$ cat src/rtl/sat_alu_pkg.sv
package sat_alu_pkg;
  typedef enum logic [3:0] {
    OP_ADD  = 4'd0,  OP_ADC  = 4'd1,  OP_SUB  = 4'd2,  OP_SBB  = 4'd3,
    OP_RSB  = 4'd4,  OP_RSBB = 4'd5,  OP_NEG  = 4'd6,  OP_INC  = 4'd7,
    OP_DEC  = 4'd8,  OP_PASS = 4'd9,  OP_CLR  = 4'd10, OP_ABS  = 4'd11,
    OP_AND  = 4'd12, OP_OR   = 4'd13, OP_XOR  = 4'd14, OP_NOT  = 4'd15
  } alu_op_e;

  typedef struct packed {
    logic xs;
    logic v;
    logic c;
    logic n;
    logic z;
  } alu_flags_t;

  localparam int FLAG_W = $bits(alu_flags_t);
endpackage

$ cat src/rtl/sat_alu_core.sv
module sat_alu_core
  import sat_alu_pkg::*;
#(
  parameter int W = 16
) (
  input  alu_op_e      op,
  input  logic [W-1:0] x,
  input  logic [W-1:0] y,
  input  logic         ci,
  output logic [W-1:0] res,
  output logic         c_out,
  output logic         v_out
);
  localparam logic [W-1:0] ZERO = '0;
  localparam logic [W-1:0] ONES = '1;

  function automatic logic [W:0] add3(input logic [W-1:0] a, input logic [W-1:0] b,
                                      input logic cin);
    return {1'b0, a} + {1'b0, b} + {{W{1'b0}}, cin};
  endfunction

  function automatic logic ovf(input logic [W-1:0] a, input logic [W-1:0] b,
                               input logic [W-1:0] s);
    return (a[W-1] == b[W-1]) && (s[W-1] != a[W-1]);
  endfunction

  logic [W-1:0] a, b;
  logic         cin, is_logic;
  logic [W:0]   sum;
  logic [W-1:0] lres;

  always_comb begin
    a = x; b = ZERO; cin = 1'b0; is_logic = 1'b0; lres = ZERO;
    unique case (op)
      OP_ADD:  begin b = y; end
      OP_ADC:  begin b = y; cin = ci; end
      OP_SUB:  begin b = ~y; cin = 1'b1; end
      OP_SBB:  begin b = ~y; cin = ci; end
      OP_RSB:  begin a = y; b = ~x; cin = 1'b1; end
      OP_RSBB: begin a = y; b = ~x; cin = ci; end
      OP_NEG:  begin a = ZERO; b = ~x; cin = 1'b1; end
      OP_INC:  begin cin = 1'b1; end
      OP_DEC:  begin b = ONES; end
      OP_PASS: begin a = y; end
      OP_CLR:  begin a = ZERO; end
      OP_ABS:  begin
        if (x[W-1]) begin a = ZERO; b = ~x; cin = 1'b1; end
      end
      OP_AND:  begin is_logic = 1'b1; lres = x & y; end
      OP_OR:   begin is_logic = 1'b1; lres = x | y; end
      OP_XOR:  begin is_logic = 1'b1; lres = x ^ y; end
      OP_NOT:  begin is_logic = 1'b1; lres = ~x; end
      default: ;
    endcase
  end

  assign sum   = add3(a, b, cin);
  assign res   = is_logic ? lres : sum[W-1:0];
  assign c_out = is_logic ? 1'b0 : sum[W];
  assign v_out = is_logic ? 1'b0 : ovf(a, b, sum[W-1:0]);
endmodule

$ cat src/rtl/sat_alu_clamp.sv
module sat_alu_clamp #(
  parameter int W = 16
) (
  input  logic [W-1:0] raw,
  input  logic         v,
  input  logic         c,
  input  logic         en,
  output logic [W-1:0] clamped,
  output logic         clamp_hi,
  output logic         clamp_lo
);
  localparam logic [W-1:0] MAX_POS = {1'b0, {(W-1){1'b1}}};
  localparam logic [W-1:0] MAX_NEG = {1'b1, {(W-1){1'b0}}};

  assign clamp_hi = en & v & ~c;
  assign clamp_lo = en & v & c;
  assign clamped  = clamp_hi ? MAX_POS : (clamp_lo ? MAX_NEG : raw);
endmodule

$ cat src/rtl/sat_alu_status.sv
module sat_alu_status
  import sat_alu_pkg::*;
#(
  parameter int W = 16
) (
  input  logic         clk,
  input  logic         rst_n,
  input  logic [W-1:0] raw,
  input  logic         c,
  input  logic         v,
  input  logic         x_msb,
  output alu_flags_t   flags
);
  alu_flags_t nxt;

  always_comb begin
    nxt.z  = (raw == '0);
    nxt.n  = raw[W-1];
    nxt.c  = c;
    nxt.v  = v;
    nxt.xs = x_msb;
  end

  always_ff @(posedge clk or negedge rst_n) begin
    if (!rst_n) flags <= '0;
    else        flags <= nxt;
  end
endmodule

$ cat src/rtl/sat_alu.sv
module sat_alu
  import sat_alu_pkg::*;
#(
  parameter int W = 16
) (
  input  logic              clk,
  input  logic              rst_n,
  input  logic [3:0]        op_i,
  input  logic [W-1:0]      x_i,
  input  logic [W-1:0]      y_i,
  input  logic              y_sel_fb_i,
  input  logic [1:0]        dest_i,
  input  logic              sat_en_i,
  output logic [W-1:0]      result_o,
  output logic [W-1:0]      feedback_o,
  output logic [FLAG_W-1:0] flags_o
);
  logic [W-1:0] res_q, fb_q, y_eff, raw, clamped;
  logic         c_now, v_now, clamp_hi, clamp_lo, wr_res, wr_fb;
  alu_flags_t   flags_q;

  assign y_eff  = y_sel_fb_i ? fb_q : y_i;
  assign wr_res = dest_i[0];
  assign wr_fb  = dest_i[1];

  sat_alu_core #(.W(W)) u_core (
    .op(alu_op_e'(op_i)), .x(x_i), .y(y_eff), .ci(flags_q.c),
    .res(raw), .c_out(c_now), .v_out(v_now)
  );

  sat_alu_clamp #(.W(W)) u_clamp (
    .raw(raw), .v(v_now), .c(c_now), .en(sat_en_i),
    .clamped(clamped), .clamp_hi(clamp_hi), .clamp_lo(clamp_lo)
  );

  sat_alu_status #(.W(W)) u_status (
    .clk(clk), .rst_n(rst_n), .raw(raw), .c(c_now), .v(v_now),
    .x_msb(x_i[W-1]), .flags(flags_q)
  );

  always_ff @(posedge clk or negedge rst_n) begin
    if (!rst_n) begin
      res_q <= '0;
      fb_q  <= '0;
    end else begin
      if (wr_res) res_q <= clamped;
      if (wr_fb)  fb_q  <= raw;
    end
  end

  assign result_o   = res_q;
  assign feedback_o = fb_q;
  assign flags_o    = flags_q;
endmodule

$ cat config.mk
export PLATFORM = sky130hd
export DESIGN_NAME = sat_alu
export DESIGN_NICKNAME = d
export VERILOG_FILES = /design/src/rtl/sat_alu_pkg.sv /design/src/rtl/sat_alu_core.sv /design/src/rtl/sat_alu_clamp.sv /design/src/rtl/sat_alu_status.sv /design/src/rtl/sat_alu.sv
export SDC_FILE = /design/constraint.sdc
export NUM_CORES = 1
export LEC_CHECK = 0
export ABC_AREA = 1
export ABC_CLOCK_PERIOD_IN_PS = 2900
export CORE_UTILIZATION = 49
export DETAILED_ROUTE_END_ITERATION = 8
export PLACE_DENSITY_LB_ADDON = 0.1
export SLEW_MARGIN = 20
export SYNTH_ARGS = -nofsm -noshare
export SYNTH_HDL_FRONTEND = slang
export SYNTH_SLANG_ARGS = --single-unit
$ cat constraint.sdc
create_clock -name clk -period 2.9 [get_ports clk]
set_input_delay 0.29 -clock clk [delete_from_list [all_inputs] [get_ports clk]]
set_output_delay 0.29 -clock clk [all_outputs]
set_load 0.005 [all_outputs]
# [After elaboration in Yosys (flattened, before gate mapping)]
# Index checks and enable logic that the tools add are counted.
[totals] output_inout_bits=37 register_bits=37 inputBits=42 elab_cells=60
[op_classes] bitwise_logic=9 n_reduce_logical=11 eq_ne=17 muxes=14 n_addsub=2
[op_table] op="$mux W16" n=5
[op_table] op="$pmux W16 S5" n=1
[op_table] op="$pmux W16 S4" n=1
[op_table] op="$pmux W16 S3" n=1
[op_table] op="$eq A4 B4 Y1 const B" n=8
[op_table] op="$not A16 Y16" n=2
[op_table] op="$add A16 B16 Y17" n=1
[op_table] op="$add A17 B1 Y17" n=1
[op_table] op="$and A16 B16 Y16" n=1
[op_table] op="$eq A4 B3 Y1 const B" n=4
[op_table] op="$logic_not A16 Y1" n=1
[op_table] op="$or A16 B16 Y16" n=1
[op_table] op="$xor A16 B16 Y16" n=1
[op_table] op="$mux W15" n=1
[op_table] op="$reduce_or A3 Y1" n=3
[op_table] op="$eq A4 B2 Y1 const B" n=2
[op_table] op="$reduce_or A4 Y1" n=2
[op_table] op="$reduce_or A2 Y1" n=3
[op_table] op="$eq A4 B1 Y1 const B" n=1
[op_table] op="$logic_not A4 Y1" n=1
[op_table] op="$mux W1" n=4
[op_table] op="$and A1 B1 Y1" n=3
[op_table] op="$pmux W1 S3" n=1
[op_table] op="$eq A1 B1 Y1" n=1
[op_table] op="other kinds (3)" n=3

# [Depth between registers and ports, before layout]
[logic_depth] ltp_word=12 depth_mapped=24

# [By module]
# From an unflattened synthesis, not the netlist that was laid out.
[hier_totals] hier_cells=731 hier_area_um2=4465.5
[by_module_without_submodules] mod="sat_alu_core" cells_each=471 area_per_inst_um2=2556.2 n_inst=1
[by_module_without_submodules] mod="sat_alu" cells_each=188 area_per_inst_um2=1515.2 n_inst=1
[by_module_without_submodules] mod="sat_alu_status" cells_each=32 area_per_inst_um2=229.0 n_inst=1
[by_module_without_submodules] mod="sat_alu_clamp" cells_each=40 area_per_inst_um2=165.2 n_inst=1

# [Worst setup path after synthesis]
# OpenSTA, ideal clock, no wires.
[synth_timing] path_type="input to register" startpoint="in y_sel_fb_i" endpoint="reg res_q[15] (netlist: result_o[15])" stages=18 path_slack_ns=-0.025 t_arrival_ns=2.807 path_cell_list="clkbuf_1 > o21ai_0 > inv_1 > nand2_1 > o21ai_0 > fa_1 > fa_1 > nand3_1 > nand2_1 > nand2_1 > nand2_1 > nand2_1 > nand2_1 > nand2_1 > nand4_4 > buf_6 > nand3_1 > nand2_1"
[synth_via] elab_chain_cells=12
[synth_lines] item="start: declaration" line_no="sat_alu.sv:11" rtl="input logic y_sel_fb_i,"
[synth_lines] item="$mux W16 (*)" line_no="sat_alu.sv:22" rtl="assign y_eff = y_sel_fb_i ? fb_q : y_i;"
[synth_lines] item="$not A16 Y16" line_no="sat_alu_core.sv:37, sat_alu_core.sv:38"
[synth_lines] item="$pmux W16 S5" line_no="sat_alu_core.sv:34" rtl="unique case (op)"
[synth_lines] item="$add A16 B16 Y17" line_no="sat_alu_core.sv:19" rtl="return {1'b0, a} + {1'b0, b} + {{W{1'b0}}, cin};"
[synth_lines] item="$add A17 B1 Y17" line_no="sat_alu_core.sv:19"
[synth_lines] item="$ne A1 B1 Y1" line_no="sat_alu_core.sv:24" rtl="return (a[W-1] == b[W-1]) && (s[W-1] != a[W-1]);"
[synth_lines] item="$logic_and A1 B1 Y1" line_no="sat_alu_core.sv:24"
[synth_lines] item="$mux W1" line_no="sat_alu_core.sv:60" rtl="assign v_out = is_logic ? 1'b0 : ovf(a, b, sum[W-1:0]);"
[synth_lines] item="$and A1 B1 Y1" line_no="sat_alu_clamp.sv:15, sat_alu_clamp.sv:16"
[synth_lines] item="$and A1 B1 Y1" line_no="sat_alu_clamp.sv:16" rtl="assign clamp_lo = en & v & c;"
[synth_lines] item="$mux W16" line_no="sat_alu_clamp.sv:17" rtl="assign clamped = clamp_hi ? MAX_POS : (clamp_lo ? MAX_NEG : raw);"
[synth_lines] item="$mux W16 (*)" line_no="sat_alu_clamp.sv:17"
[synth_lines] item="end signal: assignment" line_no="sat_alu.sv:46" rtl="if (wr_res) res_q <= clamped;"
[synth_lines] item="end: declaration" line_no="sat_alu.sv:18" rtl="logic [W-1:0] res_q, fb_q, y_eff, raw, clamped;"
# Every way passes the cells marked *; elsewhere a longest branch is shown, timed or not.
# A chain may end at the register's enable or synchronous reset.

# [Worst setup path in the final report]
[layout_timing] startpoint="reg fb_q[0] (netlist: feedback_o[0])" endpoint="reg res_q[14] (netlist: result_o[14])"
[layout_via] elab_chain_cells=12
[layout_lines] item="start: declaration" line_no="sat_alu.sv:18"
[layout_lines] item="start signal: assignment" line_no="sat_alu.sv:47" rtl="if (wr_fb) fb_q <= raw;"
[layout_lines] item="$mux W16 (*)" line_no="sat_alu.sv:22"
[layout_lines] item="$not A16 Y16" line_no="sat_alu_core.sv:37, sat_alu_core.sv:38"
[layout_lines] item="$pmux W16 S5" line_no="sat_alu_core.sv:34"
[layout_lines] item="$add A16 B16 Y17 (*)" line_no="sat_alu_core.sv:19"
[layout_lines] item="$add A17 B1 Y17 (*)" line_no="sat_alu_core.sv:19"
[layout_lines] item="$ne A1 B1 Y1" line_no="sat_alu_core.sv:24"
[layout_lines] item="$logic_and A1 B1 Y1" line_no="sat_alu_core.sv:24"
[layout_lines] item="$mux W1" line_no="sat_alu_core.sv:60"
[layout_lines] item="$and A1 B1 Y1" line_no="sat_alu_clamp.sv:15, sat_alu_clamp.sv:16"
[layout_lines] item="$and A1 B1 Y1" line_no="sat_alu_clamp.sv:16"
[layout_lines] item="$mux W16" line_no="sat_alu_clamp.sv:17"
[layout_lines] item="$mux W16 (*)" line_no="sat_alu_clamp.sv:17"
# Marked as above.

==> impl_metrics.csv <==
group,metric,value,unit
timing,setup_slack,0.0976,ns
routing,ant_nets,0,
grt,grt_pass1_vias,5372,
status,status,"finished clean",
timing,maxSlewHeadroom,43.1,%
routing,vias,5779,
finish,area_delta_synth_final,49.6,%
timing,tightest_slew,0.851,ns
grt,grt_use_total,33.5,%
placement,dp_slack,-0.782,ns
floorplanning,rows,34,
timing,min_period,2.80,ns
worst_setup_path,critPathCaptureType,"flip-flop",
finish,regArea,926,um2
cts,root_buffer,"clkbuf_8",
routing,vias_per_cell,5.46,
worst_setup_path,arrival,2.98,ns
worst_setup_path,cp_data_required_time,3.08,ns
timing,final_max_slew_viol_count,0,
floorplanning,die_area,0.00950,mm2
synthesis,synth-async-reset-ratio,100,%
worst_setup_path,cp_cell_sequence,"inv_1, nand2_1, o21ai_2, inv_1, nand2_1, o21ai_2, fa_2, fa_2, nand3_2, nand2_2, nand2_2, nand2_2, nand2_2, nand2_1, nand2_1, nand2_1, nand2_1, nand2_2, nand2_1, nand2_1, nand2_1, nand2_1",
timing,setup_violations,0,
cts,numCtsBuffers,5,
finish,utilization,76.2,%
finish,multi_input_area,0.00323,mm2
finish,num-nets-final,1040,
floorplanning,initial_core_util,51.0,%
cts,cts_tree,"yes",
cts,clk_pin_slew,0.07,ns
placement,io_buffer_count,78,
placement,place_hpwl,12600,um
power_and_ir_drop,powerDensity,450,mW/mm2
power_and_ir_drop,ir_drop,0.255,mV
cts,clock-sinks,37,
worst_setup_path,critical_path.startpoint,"feedback_o[0]",
timing,max_freq,0.357,GHz
worst_setup_path,cpLargestDelayFamily,"simple AND/OR/NAND/NOR gates",
power_and_ir_drop,cellLeakagePower,3.65,nW
floorplanning,fp.coreArea,0.00876,mm2
cts,insertion_delay,0.28,ns
worst_setup_path,critPathLaunchType,"flip-flop",
synthesis,ys_seq_area_share,20.7,%
worst_setup_path,worst-path-max-fanout,4,
floorplanning,dieHeight,97.5,um
cts,clk_path_buf_depth,2,
finish,fillers,706,
routing,drt-total-wl,16900,um
timing,fin_crit_sh,96.6,%
grt,grt_remaining_overflow,0,
worst_setup_path,r2r-start,"feedback_o[0]",
synthesis,yosysWarnings,0,
min_path,min-delay-path-class,"in2reg",
timing,hold_viol_final,0,
floorplanning,io_pins,79,
placement,gp_congestion,0.967,
synthesis,syn_nets,845,
job,drv_cap,0,
worst_setup_path,path_buf_inv,2,
min_path,worstHoldStart,"x_i[15]",
finish,drive_gt1_share,23.5,%
worst_setup_path,path_common_cell,"nand2_1",
routing,initialDrtViolationCount,442,
worst_setup_path,crit_slowest_cell,"fa_2",
timing,skew,0.00488,ns
timing,holdWs,0.334,ns
routing,wl_per_cell,15.9,um
synthesis,netlist_area,0.00447,mm2
worst_setup_path,cp_slowest_stage_delay,0.42,ns
cts,htree_levels,2,
synthesis,synthDistinctLibCells,34,
floorplanning,die_w,97.5,um
synthesis,synth_cells,754,
grt,grt_pass1_wl,25800,um
synthesis,avgSynthCellArea,5.92,um2
synthesis,yosys_register_bits,37,
synthesis,synth_edf_count,0,
routing,dr.pass1.iters,5,
routing,drc,0,
synthesis,yosys_most_used_dff,"dfrtp_1",
grt,grt_max_degree,21,
finish,antenna_cells,0,
timing,tns,0,ns
worst_setup_path,crit_type,"reg2reg",
grt,antenna_found_initial,0,
## power breakdown
part	switching (mW)	internal [mW]	total, mW
Clock	0.186	0.280	0.466
Sequential	0.0797	0.634	0.714
Combinational	0.957	0.873	1.83
Total	1.22	1.79	3.01
## placed cells by master (no fill, tap or decap), types with 11 or more instances in the layout
cell type and count:
nor2_1 34, dfrtp_1 37, nand2_2 33, inv_1 114, ha_1 47, clkdlybuf4s50_1 71, buf_4 123, o21ai_1 11
o21ai_0 42, o2111ai_1 20, nand3_1 32, nand2_1 290
## cell type report
| type | count | area share, % |
|---|---|---|
| multi-input combinational | 577 | 48.4 |
| timing repair buffer | 208 | 27.1 |
| sequential | 37 | 13.9 |
| inverter | 120 | 6.85 |
| tap | 108 | 2.02 |
| clock buffer | 6 | 1.24 |
| clock inverter | 2 | 0.562 |
## flip-flops by register name, indices dropped and copies added, names as in the netlist
| signal | flops |
|---|---|
| feedback_o | 16 |
| result_o | 16 |
| u_status.flags | 5 |
## metal layers
metal	up-vias	routed length, um	GRT usage (%)
li1	2773	-	-
met1	2627	6790	44.7
met2	313	7800	56.5
met3	66	1590	3.31
met4	0	695	11.4
met5	-	0	0
## cell usage after synthesis, drive strengths merged (3+ instances only)
cell type / number / area share, %
dfrtp: 37 / 21
o21ai: 62 / 7.2
o2111ai: 21 / 4.1
nand3: 37 / 4.5
nand2: 327 / 28
buf: 8 / 1.2
or2: 3 / 0.42
ha: 47 / 13
clkbuf: 14 / 1.2
a221oi: 3 / 0.59
nor2: 43 / 3.7
a21oi: 15 / 1.7
inv: 120 / 10
nand4: 5 / 1.0
## kinds of logic after synthesis
| group | after synthesis | synth area share [%] |
|---|---|---|
| adder cells (fa/ha/maj) | 49 | 14.1 |
| buffers and inverters | 142 | 12.4 |
| AO/OA/AOI/OAI | 107 | 14.6 |
| AND/OR/NAND/NOR | 419 | 38.2 |
| flip-flops | 37 | 20.7 |
## timing repair
action                                  in CTS  in global routing
hold buffers                                 0                  0
cloned                                       2                  3
buffers inserted                             2                 12
resized for setup                           42                 84
endpoints found under the setup margin      33                 25
pin swaps                                    4                 40
## path summary, 6_finish.rpt
path                                endpoint  depth (start not counted)  slack, ns
max reg2reg                     result_o[14]                         22        0.1
min                        u_status.flags[4]                          2       0.33
min reg2reg                      result_o[9]                          2       0.48
max in group asynchronous        result_o[4]                          2       1.73
min in group asynchronous  u_status.flags[1]                          1       0.49
max                             result_o[14]                         22        0.1
## per-stage QoR
| stage | instances | area, um2 | total power, mW |
|---|---|---|---|
| floorplan | 754 | 4470 | 1.49 |
| global placement | 1031 | 6130 | 2.29 |
| detailed placement | 1031 | 6130 | 2.34 |
| CTS | 1043 | 6360 | 2.84 |
| global route | 1058 | 6680 | 3.22 |
| finish | 1058 | 6680 | 3.01 |
No activity file was read; power rests on OpenSTA's default activity.
